## src/rtl/pwr_mode_pkg.sv

```systemverilog
package pwr_mode_pkg;

    typedef enum logic [1:0] {
        PM_RUN  = 2'd0,
        PM_IDLE = 2'd1,
        PM_OFF  = 2'd2,
        PM_WARM = 2'd3
    } pm_state_e;

    typedef struct packed {
        logic filt;
        logic osc;
        logic bias;
        logic rdy;
    } pm_out_s;

    // State requested by the configuration bits alone
    function automatic pm_state_e cfg_target(input logic pd, input logic deep);
        if (!pd)
            return PM_RUN;
        else if (deep)
            return PM_OFF;
        else
            return PM_IDLE;
    endfunction

    function automatic pm_out_s decode_outputs(input pm_state_e st);
        pm_out_s o;
        case (st)
            PM_RUN:  o = '{filt: 1'b1, osc: 1'b1, bias: 1'b1, rdy: 1'b1};
            PM_IDLE: o = '{filt: 1'b0, osc: 1'b1, bias: 1'b1, rdy: 1'b1};
            PM_OFF:  o = '{filt: 1'b0, osc: 1'b0, bias: 1'b0, rdy: 1'b0};
            default: o = '{filt: 1'b0, osc: 1'b1, bias: 1'b0, rdy: 1'b0};
        endcase
        return o;
    endfunction

endpackage

```

## src/rtl/pwr_wake_timer.sv

```systemverilog
module pwr_wake_timer #(
    parameter int WAIT_TICKS = 20
) (
    input  logic clk,
    input  logic rst,
    input  logic active,
    input  logic tick,
    output logic done
);
    localparam int CW = $clog2(WAIT_TICKS + 1);
    localparam logic [CW-1:0] LAST = CW'(WAIT_TICKS - 1);

    logic [CW-1:0] cnt;

    // Counter is held at zero whenever warm-up is not active
    always_ff @(posedge clk) begin
        if (rst || !active)
            cnt <= '0;
        else if (tick)
            cnt <= cnt + 1'b1;
    end

    assign done = active && tick && (cnt == LAST);

endmodule

```

## src/rtl/pwr_mode_fsm.sv

```systemverilog
module pwr_mode_fsm
    import pwr_mode_pkg::*;
(
    input  pm_state_e cur,
    input  logic      pend,
    input  logic      pd,
    input  logic      deep,
    input  logic      ext_clk,
    input  logic      srst,
    input  logic      wait_done,
    output pm_state_e nxt,
    output logic      pend_nxt
);
    pm_state_e req;

    always_comb begin
        req      = cfg_target(pd, deep);
        nxt      = cur;
        pend_nxt = 1'b0;
        case (cur)
            PM_RUN, PM_IDLE: begin
                nxt = srst ? PM_RUN : req;
            end
            PM_OFF: begin
                if (srst || req != PM_OFF) begin
                    if (ext_clk) begin
                        nxt = srst ? PM_RUN : req;
                    end else begin
                        nxt      = PM_WARM;
                        pend_nxt = srst;
                    end
                end
            end
            default: begin
                if (pend || srst) begin
                    if (ext_clk || wait_done)
                        nxt = PM_RUN;
                    else
                        pend_nxt = 1'b1;
                end else if (req == PM_OFF) begin
                    nxt = PM_OFF;
                end else if (ext_clk || wait_done) begin
                    nxt = req;
                end
            end
        endcase
    end

endmodule

```

## src/rtl/pwr_mode_ctrl.sv

```systemverilog
module pwr_mode_ctrl
    import pwr_mode_pkg::*;
#(
    parameter int WAIT_TICKS = 20
) (
    input  logic clk,
    input  logic rst,
    input  logic pd_req,
    input  logic deep_sel,
    input  logic ext_clk_sel,
    input  logic soft_rst,
    input  logic ref_tick,
    output logic filt_en,
    output logic osc_en,
    output logic bias_en,
    output logic ready
);
    pm_state_e state_q, state_d;
    logic      pend_q, pend_d;
    logic      warm_done;
    pm_out_s   outs;

    pwr_wake_timer #(.WAIT_TICKS(WAIT_TICKS)) u_timer (
        .clk    (clk),
        .rst    (rst),
        .active (state_q == PM_WARM),
        .tick   (ref_tick),
        .done   (warm_done)
    );

    pwr_mode_fsm u_fsm (
        .cur       (state_q),
        .pend      (pend_q),
        .pd        (pd_req),
        .deep      (deep_sel),
        .ext_clk   (ext_clk_sel),
        .srst      (soft_rst),
        .wait_done (warm_done),
        .nxt       (state_d),
        .pend_nxt  (pend_d)
    );

    always_ff @(posedge clk) begin
        if (rst) begin
            state_q <= PM_RUN;
            pend_q  <= 1'b0;
        end else begin
            state_q <= state_d;
            pend_q  <= pend_d;
        end
    end

    assign outs    = decode_outputs(state_q);
    assign filt_en = outs.filt;
    assign osc_en  = outs.osc;
    assign bias_en = outs.bias;
    assign ready   = outs.rdy;

endmodule

```

## config.mk

```make
export PLATFORM = sky130hd
export DESIGN_NAME = pwr_mode_ctrl
export DESIGN_NICKNAME = d
export VERILOG_FILES = /design/src/rtl/pwr_mode_pkg.sv /design/src/rtl/pwr_wake_timer.sv /design/src/rtl/pwr_mode_fsm.sv /design/src/rtl/pwr_mode_ctrl.sv
export SDC_FILE = /design/constraint.sdc
export NUM_CORES = 1
export LEC_CHECK = 0
export BUFFER_PORTS_ARGS = -buffer_cell sky130_fd_sc_hd__buf_2
export CORE_AREA = 2 2 39 41
export DETAILED_ROUTE_END_ITERATION = 16
export DIE_AREA = 0 0 41 43
export PLACE_DENSITY = 0.52
export SYNTH_ARGS = -nofsm -noshare
export SYNTH_HDL_FRONTEND = slang
export SYNTH_SLANG_ARGS = --single-unit
export TNS_END_PERCENT = 100
```

## constraint.sdc

```tcl
create_clock -name clk -period 1.85 [get_ports clk]
set_clock_uncertainty 0.1 [all_clocks]
set_input_delay 0.2775 -clock clk [delete_from_list [all_inputs] [get_ports clk]]
set_output_delay 0.2775 -clock clk [all_outputs]
set_load 0.03 [all_outputs]
```

# ---- Word-level counts from Yosys, hierarchy flattened
# Index checks and enable logic that the tools add are counted.
dict set report word_totals {
  reg_bits 8
  input_bits 7
  output_inout_bits 4
  elab_cells 39
}
dict set report classes {
  n_addsub 1
  n_eq_ne 8
  n_mux 16
  n_reduce_logical 11
}
# operator count
set ops {}
lappend ops {{2-bit 2-to-1 mux} 9}
lappend ops {{4-bit one-hot mux with 3 select lines} 1}
lappend ops {{2-bit == test, second input constant} 3}
lappend ops {{5-bit by 1-bit adder with 5-bit output, second input constant} 1}
lappend ops {{5-bit == test, second input constant} 1}
lappend ops {{1-bit logical OR} 4}
lappend ops {{1-bit 2-to-1 mux} 4}
lappend ops {{4-bit inequality test, second input constant} 1}
lappend ops {{2-bit one-hot mux with 2 select lines} 1}
lappend ops {{4-bit nonzero test} 1}
lappend ops {{3-bit AND reduction} 1}
lappend ops {{2-bit by 1-bit == test with 1-bit output, second input constant} 1}
lappend ops {{1-bit logical AND} 2}
lappend ops {{2-bit logical NOT} 1}
lappend ops {{2-bit by 1-bit inequality test with 1-bit output, second input constant} 1}
lappend ops {{2-bit inequality test, second input constant} 1}
lappend ops {{1-bit one-hot mux with 2 select lines} 1}
lappend ops {{2-bit OR reduction} 1}
lappend ops {{1-bit logical NOT} 1}

# ---- Depth between registers and ports, before layout
# Gate-level depths: netlist of the first run.
dict set report logic_depth {
  depth_word 8
  depth_mapped 5
  depth_no_buf 5
}

# ---- By module
# Synthesis of the first run repeated with hierarchy kept, for this count alone.
dict set report hier_totals {
  hier_cells 47
  area_unflattened_um2 421.7
}
# mod instances cells_each area_per_inst_um2 seq_area_each_um2
set modules_own_cells {}
lappend modules_own_cells {pwr_wake_timer 1 26 252.7 100.1}
lappend modules_own_cells {pwr_mode_ctrl 1 11 106.4 60.1}
lappend modules_own_cells {pwr_mode_fsm 1 10 62.6 0.0}

# ---- Least setup slack after synthesis of the first run
# Ideal clock, no wire load.
dict set report synth_timing {
  path_type {register to register}
  from {register u_timer.cnt[0]}
  to {register state_q[0]}
  arrival_time_ns 1.330
  required_ns 1.671
  path_slack_ns 0.340
  stages_incl_launch_ff 6
  n_path_buf 0
  period_less_slack_ns 1.510
  path_cell_list {dfxtp_1 ha_1 nand2_2 nor4b_1 or4_4 a211oi_2}
}
dict set report synth_via {
  elab_chain_cells 5
  word_cells_on_any_way 6
  cone_classes {2 x eq/ne; 4 x reduce/logical}
}
# element line_no
set synth_rtl {}
lappend synth_rtl {{from (decl)} pwr_wake_timer.sv:13} ;# logic [CW-1:0] cnt;
lappend synth_rtl {{from (signal assigned)} pwr_wake_timer.sv:20} ;# cnt <= cnt + 1'b1;
lappend synth_rtl {{5-bit == test *} pwr_wake_timer.sv:23} ;# assign done = active && tick && (cnt == LAST);
lappend synth_rtl {{1-bit logical AND *} pwr_wake_timer.sv:23}
lappend synth_rtl {{1-bit logical OR *} {pwr_mode_fsm.sv:36, pwr_mode_fsm.sv:42}}
lappend synth_rtl {{4-bit inequality test (no line) / 4-bit nonzero test (equally long branches)} -}
lappend synth_rtl {{3-bit AND reduction (no line) *} -}
lappend synth_rtl {{to (signal assigned)} pwr_mode_ctrl.sv:48} ;# state_q <= state_d;
lappend synth_rtl {{to (decl)} pwr_mode_ctrl.sv:18} ;# pm_state_e state_q, state_d;
# Mark *: on every way between the ends. The rest lies on a longest branch, timed or not.
# A chain may end at the register's enable or synchronous reset.

# ---- Final worst setup path of the first run
# Ends and elaborated chain as after synthesis.

==> run_results.csv, run 1 <==
group,metric,value,unit
run_status,status,"finished clean",
die,fp.coreArea,1380,um2
min_path,hold_class,"in -> reg",
pwr,clock_power_share,0.363,
worst_setup_path,start_kind,"flip-flop",
timing,relSlewSlack,0.724,
worst_setup_path,cp_cell_sequence,"ha_1 > nand2_2 > nor4b_1 > or4_4 > a211oi_2",
logic_synthesis,synth_seq_cells,8,
die,fp.dieArea,1760,um2
logic_synthesis,synth_area_leader_cell,"dfxtp_1",
route,drtAntennaViolNets,0,
worst_setup_path,crit_type,"reg -> reg",
die,rows,14,
logic_synthesis,synth_area_leaders,"dfxtp_1 (41%), nor2_1 (8.6%), xor2_1 (6.7%)",
worst_setup_path,critPathSlowestCell,"or4_4",
min_path,whs_endpoint,"state_q[0]$_SDFFE_PP0P_",
worst_setup_path,r2r_start,"u_timer.cnt[0]$_SDFFE_PP0P_",
timing,fin_crit,1.56,ns
grt,grt_start_max_net_pins,8,
layout,syn_to_final_growth,21.6,%
grt,overflow,0,
logic_synthesis,syn_inst,45,
route,route.detailed.drc,0,
timing,hold_viol_final,0,
layout,fin_nets,67,
die,start_util,0.285,
route,dr.pass1.iters,2,
clocking,max-clock-path-buffers,2,
placement,dpl.hpwl,561,um
timing,drv_slew,0,
clocking,path_clk_slew,0.05,ns
timing,fmax,0.640,GHz
die,die_x,41,um
timing,setup_viol,0,
pwr,p_sw_frac,0.248,
layout,diodes,0,
route,vias,348,
clocking,cts_hold_buf,0,
layout,utilization,0.346,
grt,grt_pass1_vias,289,
pwr,p_comb_frac,0.129,
clocking,cts-buffers-inserted,3,
pwr,p_int,267,uW
clocking,postCtsSetupBuffers,0,
placement,place_congestion,0.621,
logic_synthesis,synth_top_area_frac,0.406,
worst_setup_path,r2r_slack,0.29,ns
route,wl_per_cell,9.77,um
route,wirelength,713,um
timing,rsz0062_at_grt,"no",
die,fp.dieH,43,um
logic_synthesis,ys_warn_count,0,
worst_setup_path,r2r-end,"state_q[0]$_SDFFE_PP0P_",
clocking,cts_resized,0,
layout,drive_gt1_frac,0.281,
layout,final_common_cell,"buf_2",
timing,whs,0.120,ns
logic_synthesis,synthesis.nets,53,
pwr,ir_drop,0.399,mV
die,ios,11,
worst_setup_path,cp.required,1.93,ns
worst_setup_path,crit_path_max_incr_delay,0.52,ns
logic_synthesis,seq_area_frac_synth,0.406,
worst_setup_path,endpoint_kind,"flip-flop",
timing,setup_tns,0,ns
timing,post-route-period-util,0.845,
pwr,netSwitchingPower,88.2,uW
pwr,p_leak,0.000181,uW
logic_synthesis,netlist_area,394,um2
worst_setup_path,r2r_cells,5,
clocking,cts_tree,"done",
grt,antenna_found_initial,0,
pwr,p_per_area,741,nW/um2
route,viasPerCell,4.77,
flow_run,drv_cap,0,
clocking,clock_latency,0.25,ns
grt,gr-usage-all-layers,0.108,
clocking,root_buffer,"clkbuf_4",
layout,mostFrequentLayoutCells,"buf_2 (10), nor2_1 (9), dfxtp_1 (8), a21oi_1 (4)",
worst_setup_path,crit_arrival,1.64,ns
min_path,hold_depth,2,
grt,grt_pass1_wl,1150,um
logic_synthesis,avgSynthCellArea,8.76,um2
worst_setup_path,critPathMaxFanout,3,
logic_synthesis,synth_cell_type_count,21,
clocking,clock_sinks,8,
pwr,seq_power_share,0.508,
route,drt_iter0_markers,2,
timing,tightest_slew,0.408,ns
clocking,cts_max_level,1,
placement,port_buffers,10,
min_path,hp-start,"rst",
-- routing by layer --
layer,share of wire,vias up,track usage,routed length (um)
li1,-,182,-,-
met1,0.45,154,0.111,320
met2,0.45,12,0.144,324
met3,0.095,0,0.0785,68
met4,0,0,0.0800,0
met5,0,-,0,0
-- through the flow --
step	instance area (um2)	worst slack, ns	std cells	total power [uW]
finish	479	0.287	73	355
global route	479	0.173	73	381
CTS	479	0.286	73	364
detailed placement	457	0.289	70	230
global placement	457	0.314	70	231
floorplan	394	0.340	45	213
-- registers in the layout, summed over array words and instances (netlist names) --
register     cells
pend_q           1
state_q          2
u_timer.cnt      5
-- kinds of logic (layout without fill, tap and decap cells) --
group,after synthesis,count (layout),share of synthesized area
mux,1,1,0.0254
fa+ha+maj,1,1,0.0317
flops,8,8,0.406
simple gates,21,21,0.283
compound gates,7,7,0.127
buf+inv,3,15,0.0381
xor+xnor,4,4,0.0889
-- synth_stat cells --
master and number:
xnor2_1 1, o32ai_1 1, nand3_1 1, nor2_1 9, a21oi_1 4, a211oi_2 1
ha_1 1, a2111oi_0 1, mux2i_1 1, nand3b_1 1, xor2_1 3, nand2b_1 2
or2_1 1, buf_4 1, nand2_1 2, nand2_2 1, inv_1 2, or4_4 1
nor4b_1 1, nand4_1 2, dfxtp_1 8
-- critical path, delay by kind of cell (launching register included) --
family / cells / cell delay [ns]
AND/OR/NAND/NOR: 3 / 0.67
flip-flops: 1 / 0.33
adder cells (fa/ha/maj): 1 / 0.22
AO/OA/AOI/OAI: 1 / 0.17
-- area by class of cell --
class	instances	area, um2
timing repair buffer	10	50.0
inverter	2	7.51
multi-input combinational	34	219
clock buffer	3	22.5
fill	155	905
tap	16	20.0
sequential	8	160
-- worst max-delay path by stage --
stage                                            from                       to  slack [ns]  cells past startpoint
after global routing      u_timer.cnt[1]$_SDFFE_PP0P_  state_q[1]$_SDFFE_PP0P_        0.17                      5
final                     u_timer.cnt[0]$_SDFFE_PP0P_  state_q[0]$_SDFFE_PP0P_        0.29                      5
after global placement    u_timer.cnt[0]$_SDFFE_PP0P_  state_q[0]$_SDFFE_PP0P_        0.31                      5
after CTS                 u_timer.cnt[0]$_SDFFE_PP0P_  state_q[0]$_SDFFE_PP0P_        0.29                      5
after detailed placement  u_timer.cnt[0]$_SDFFE_PP0P_  state_q[0]$_SDFFE_PP0P_        0.29                      5
after floorplan           u_timer.cnt[0]$_SDFFE_PP0P_  state_q[0]$_SDFFE_PP0P_        0.34                      5
-- power groups by stage --
stage | clock network, uW | logic, uW | registers [uW]
final | 129 | 45.7 | 180
after global routing | 150 | 50.4 | 181
after detailed placement | 0 | 46.2 | 184
after CTS | 138 | 46.3 | 180
after floorplan | 0 | 30.5 | 183
after global placement | 0 | 46.7 | 184
(Power assumes the default switching activity.)
==> inputs of run 2 (changes only) <==
- PLACE_DENSITY: 0.52 -> 0.54
- clock period: 1.85 -> 1.4 ns (I/O delays scaled with it)
==> run 2 against run 1 <==
Routed wire length grew 22%. Sequential share of layout area shrank 6.2 points. Hold slack lost 0.051 ns. Worst setup slack lost 0.28 ns. Combinational power grew 79%. Non-clock buffer count grew 10. Final cell count grew 14%. Power grew 37%. Clock power grew 31%. Die area is the same. Cell area grew 25%. Critical endpoint unchanged. Largest cell class unchanged. Largest power group unchanged.
==> run_results.csv, run 2 (synthesis results as in run 1) <==
group,metric,value,unit
layout,fin_cells,83,
layout,largest_register,"u_timer.cnt",
layout,drive_gt1_frac,0.478,
worst_setup_path,critPathMaxFanout,2,
placement,dp_cells,79,
clocking,path_clk_slew,0.05,ns
timing,whs,0.0686,ns
placement,dpl.hpwl,660,um
worst_setup_path,critPathTopFamily,"simple AND/OR/NAND/NOR gates",
placement,port_buffers,10,
run_status,status,"finished clean",
die,ios,11,
layout,top_regs,"u_timer.cnt (5), state_q (2), pend_q (1)",
layout,fin_nets,77,
timing,relSlewSlack,0.760,
layout,largest_register_ffs,5,
timing,tightest_slew,0.351,ns
pwr,p_leak,0.000242,uW
flow_run,drv_cap,0,
layout,final_common_cell,"buf_4",
worst_setup_path,crit_type,"reg -> reg",
die,fp.dieH,43,um
pwr,ir_drop,0.455,mV
worst_setup_path,crit_path_max_incr_delay,0.43,ns
route,viasPerCell,4.59,
worst_setup_path,cp.required,1.47,ns
clocking,clock_sinks,8,
clocking,cts_hold_buf,0,
route,vias,381,
die,die_x,41,um
worst_setup_path,critPathSlowestCell,"or4_4",
placement,place_congestion,0.644,
timing,fmax,0.717,GHz
layout,regArea,163,um2
grt,grt_start_max_net_pins,7,
layout,diodes,0,
timing,rsz0062_at_grt,"yes",
clocking,root_buffer,"clkbuf_4",
pwr,netSwitchingPower,120,uW
clocking,cts_tree,"done",
timing,fin_ws,0.00618,ns
worst_setup_path,crit_arrival,1.46,ns
grt,overflow,0,
layout,syn_to_final_growth,51.7,%
route,dr.pass1.iters,3,
worst_setup_path,crit_buf_inv,0,
worst_setup_path,r2r_slack,0.006,ns
timing,hold_viol_final,0,
pwr,p_per_area,810,nW/um2
grt,antenna_found_initial,0,
placement,dp_slack,-0.0899,ns
route,wl_per_cell,10.5,um
pwr,p_comb_frac,0.169,
layout,fillers,153,
die,fp.dieArea,1760,um2
timing,setup_tns,0,ns
die,start_util,0.285,
die,fp.coreArea,1380,um2
grt,gr-usage-all-layers,0.119,
die,rows,14,
route,route.detailed.drc,0,
clocking,cts_max_level,1,
grt,grt_pass1_vias,380,
pwr,p_sw_frac,0.248,
layout,multiInputGateArea,254,um2
timing,fin_crit,1.39,ns
clocking,cts-buffers-inserted,3,
grt,grt_pass1_wl,1400,um
worst_setup_path,endpoint_kind,"flip-flop",
layout,utilization,0.432,
route,drtAntennaViolNets,0,
route,drt_iter0_markers,2,
layout,mostFrequentLayoutCells,"buf_4 (10), nor2_1 (9), buf_2 (9), dfxtp_1 (6)",
timing,post-route-period-util,0.996,
pwr,p_int,364,uW
pwr,clock_power_share,0.348,
worst_setup_path,cp_cell_sequence,"ha_4 > nand2_4 > nor4b_2 > or4_4 > a211oi_2",
route,wirelength,873,um
timing,drv_slew,0,
pwr,seq_power_share,0.483,
worst_setup_path,start_kind,"flip-flop",
timing,setup_viol,0,
clocking,max-clock-path-buffers,2,
min_path,hold_class,"in -> reg",
clocking,clock_latency,0.25,ns
run 2: cell types whose count changed in the layout (fill, tap and decap cells not counted), sizes merged:
cell	change
buf	+10
run 2: area by class of cell:
type	count	share of cell area
Multi-Input combinational cell	34	0.425
Clock buffer	3	0.0377
Timing Repair Buffer	20	0.220
Sequential cell	8	0.272
Inverter	2	0.0126
Tap cell	16	0.0335
run 2: power by group through the flow:
stage	registers, uW	clock network [uW]	logic [uW]
after global placement	239	0	76.1
final	234	169	82.0
after detailed placement	239	0	75.1
after CTS	234	179	75.3
after floorplan	241	0	41.3
after global routing	234	196	89.1
run 2: final timing paths:
| kind | start | to | depth (start not counted) |
|---|---|---|---|
| max reg2reg | u_timer.cnt[1]$_SDFFE_PP0P_ | state_q[0]$_SDFFE_PP0P_ | 5 |
| min reg2reg | u_timer.cnt[4]$_SDFFE_PP0P_ | u_timer.cnt[4]$_SDFFE_PP0P_ | 2 |
| min | rst | state_q[1]$_SDFFE_PP0P_ | 2 |
| max | u_timer.cnt[1]$_SDFFE_PP0P_ | state_q[0]$_SDFFE_PP0P_ | 5 |
run 2: timing repair:
item                       4_1_cts  5_1_grt
gates resized for setup          0        5
setup endpoints to repair        2        2
pin swaps                        3        1
buffers inserted                 1        0
run 2: per-layer routing:
layer  global-route usage  share of wire  vias up
li1                     -              -      202
met1                0.142           0.41      166
met2                0.175           0.53       11
met3               0.0157          0.058        2
met4                0.100         0.0046        0
met5                    0              0        -
run 2: through the flow:
step / power, uW / cell area [um2]
after floorplan: 283 / 419
after global placement: 315 / 549
after detailed placement: 314 / 549
after CTS: 488 / 579
after global routing: 520 / 598
final: 485 / 598
==> inputs of run 3 (changes only) <==
- PLACE_DENSITY: 0.54 -> 0.52
- clock period: 1.4 -> 1.3 ns (I/O delays scaled with it)
==> run 3 against run 2 <==
The run now ends with negative setup slack left. Global-route usage is 1.1 points higher. Register-to-register slack worse by 0.20 ns. Cell area up 6.9%. Critical path depth did not move.
==> run_results.csv, run 3 (synthesis results as in run 1) <==
group,metric,value,unit
run_status,status,"finished with violations",
run_status,violations,"negative setup slack",
placement,port_buffers,10,
grt,gr-usage-all-layers,0.130,
min_path,hold_class,"in -> reg",
timing,post-route-period-util,1.15,
layout,syn_to_final_growth,62.2,%
worst_setup_path,crit_arrival,1.56,ns
layout,top_regs,"u_timer.cnt (5), state_q (2), pend_q (1)",
timing,fin_ws,-0.189,ns
die,ios,11,
die,die_x,41,um
route,vias,410,
clocking,clock_latency,0.25,ns
die,fp.coreArea,1380,um2
placement,place_congestion,0.668,
clocking,root_buffer,"clkbuf_4",
worst_setup_path,critPathTopFamily,"simple AND/OR/NAND/NOR gates",
layout,fin_nets,80,
route,dr.pass1.iters,3,
grt,grt_start_max_net_pins,7,
die,start_util,0.285,
flow_run,drv_cap,0,
timing,drv_slew,0,
grt,overflow,0,
route,route.detailed.drc,0,
timing,fmax,0.671,GHz
timing,relSlewSlack,0.779,
worst_setup_path,r2r_slack,-0.19,ns
die,fp.dieH,43,um
die,fp.dieArea,1760,um2
worst_setup_path,cp_cell_sequence,"ha_4 > nand2_4 > nor4b_2 > or4_4 > a211oi_2",
worst_setup_path,startpoint,"u_timer.cnt[1]$_SDFFE_PP0P_",
grt,grt_pass1_vias,391,
worst_setup_path,critPathMaxFanout,2,
worst_setup_path,path_depth,5,
timing,hold_viol_final,0,
worst_setup_path,crit_buf_inv,0,
worst_setup_path,r2r-end,"state_q[0]$_SDFFE_PP0P_",
clocking,clock_sinks,8,
clocking,cts_tree,"done",
layout,fillers,143,
layout,diodes,0,
route,viasPerCell,4.77,
layout,mostFrequentLayoutCells,"buf_4 (12), nor2_1 (8), buf_2 (6), clkbuf_4 (5), dfxtp_1 (5)",
clocking,cts_max_level,1,
worst_setup_path,crit_type,"reg -> reg",
clocking,max-clock-path-buffers,2,
layout,regArea,164,um2
layout,largest_register_ffs,5,
pwr,p_per_area,839,nW/um2
pwr,p_leak,0.000266,uW
layout,utilization,0.462,
clocking,cts_hold_buf,0,
worst_setup_path,crit_path_max_incr_delay,0.52,ns
placement,dpl.hpwl,658,um
worst_setup_path,cp.required,1.37,ns
timing,fin_crit,1.49,ns
route,drtAntennaViolNets,0,
worst_setup_path,start_kind,"flip-flop",
worst_setup_path,critPathSlowestCell,"or4_4",
route,wl_per_cell,10.4,um
layout,fin_cells,86,
timing,setup_viol,2,
clocking,path_clk_slew,0.06,ns
worst_setup_path,endpoint_kind,"flip-flop",
worst_setup_path,setup.worst_path.end,"state_q[0]$_SDFFE_PP0P_",
layout,drive_gt1_frac,0.529,
layout,final_common_cell,"buf_4",
worst_setup_path,r2r_start,"u_timer.cnt[1]$_SDFFE_PP0P_",
route,wirelength,894,um
worst_setup_path,r2r_cells,5,
timing,rsz0062_at_grt,"yes",
die,rows,14,
grt,grt_pass1_wl,1540,um
route,drt_iter0_markers,9,
clocking,cts-buffers-inserted,3,
timing,tightest_slew,0.323,ns
layout,largest_register,"u_timer.cnt",
placement,dp_cells,81,
pwr,ir_drop,0.365,mV
grt,antenna_found_initial,0,
layout,multiInputGateArea,256,um2
==> run 3: changes by cell type in the layout (fill, tap and decap cells not counted), sizes merged <==
cell | before | now
buf | 20 | 21
clkbuf | 3 | 5
==> run 3: metrics by stage <==
stage	power [uW]	TNS (ns)	hold slack, ns	worst slack (ns)	instance area (um2)
after global placement	342	-0.312	0.317	-0.174	564
after detailed placement	342	-0.335	0.311	-0.191	564
after global routing	570	-0.530	0.0456	-0.245	639
after floorplan	304	-0.279	0.157	-0.165	419
final	537	-0.335	0.0471	-0.189	639
after CTS	539	-0.311	0.0463	-0.187	613
==> run 3: how the worst min path moves through the flow <==
stage,from,endpoint,cells after the start
floorplan,rst,state_q[1]$_SDFFE_PP0P_,1
global placement,rst,state_q[0]$_SDFFE_PP0P_,2
detailed placement,rst,state_q[1]$_SDFFE_PP0P_,2
global route,rst,state_q[1]$_SDFFE_PP0P_,2
CTS,rst,state_q[1]$_SDFFE_PP0P_,2
finish,rst,state_q[1]$_SDFFE_PP0P_,2
==> run 3: report_power, final <==
part	switching [uW]	internal [uW]	leakage [uW]
clock	79.2	105	0.0000138
combinational	53.2	46.5	0.000186
sequential	2.43	250	0.0000661
==> run 3: layout make-up <==
cell class / instances / area share
flip-flops and latches: 8 / 0.256
clock buffers: 3 / 0.0352
repair buffers: 23 / 0.264
inverters: 2 / 0.0117
multi-input cells: 34 / 0.401
well taps: 16 / 0.0313
==> run 3: metal layers <==
| layer | track usage | wire length (um) | vias to the layer above |
|---|---|---|---|
| met4 | 0.0800 | 4 | 0 |
| met3 | 0.0314 | 50 | 2 |
| li1 | - | - | 208 |
| met1 | 0.137 | 378 | 189 |
| met5 | 0 | 0 | - |
| met2 | 0.216 | 461 | 11 |
==> run 3: worst reg2reg max path, delay by kind of cell, from the launching register on <==
family	cells	cell delay, ns
and+or+nand+nor	3	0.64
DFF	1	0.33
AOI/OAI and AO/OA	1	0.18
adders and majority gates	1	0.16
==> run 3: timing repair <==
item	4_1_cts	5_1_grt
buffers inserted	1	1
resized for setup	4	8
endpoints found under the setup margin	3	7
hold endpoints to repair	0	0
pin swaps	1	1
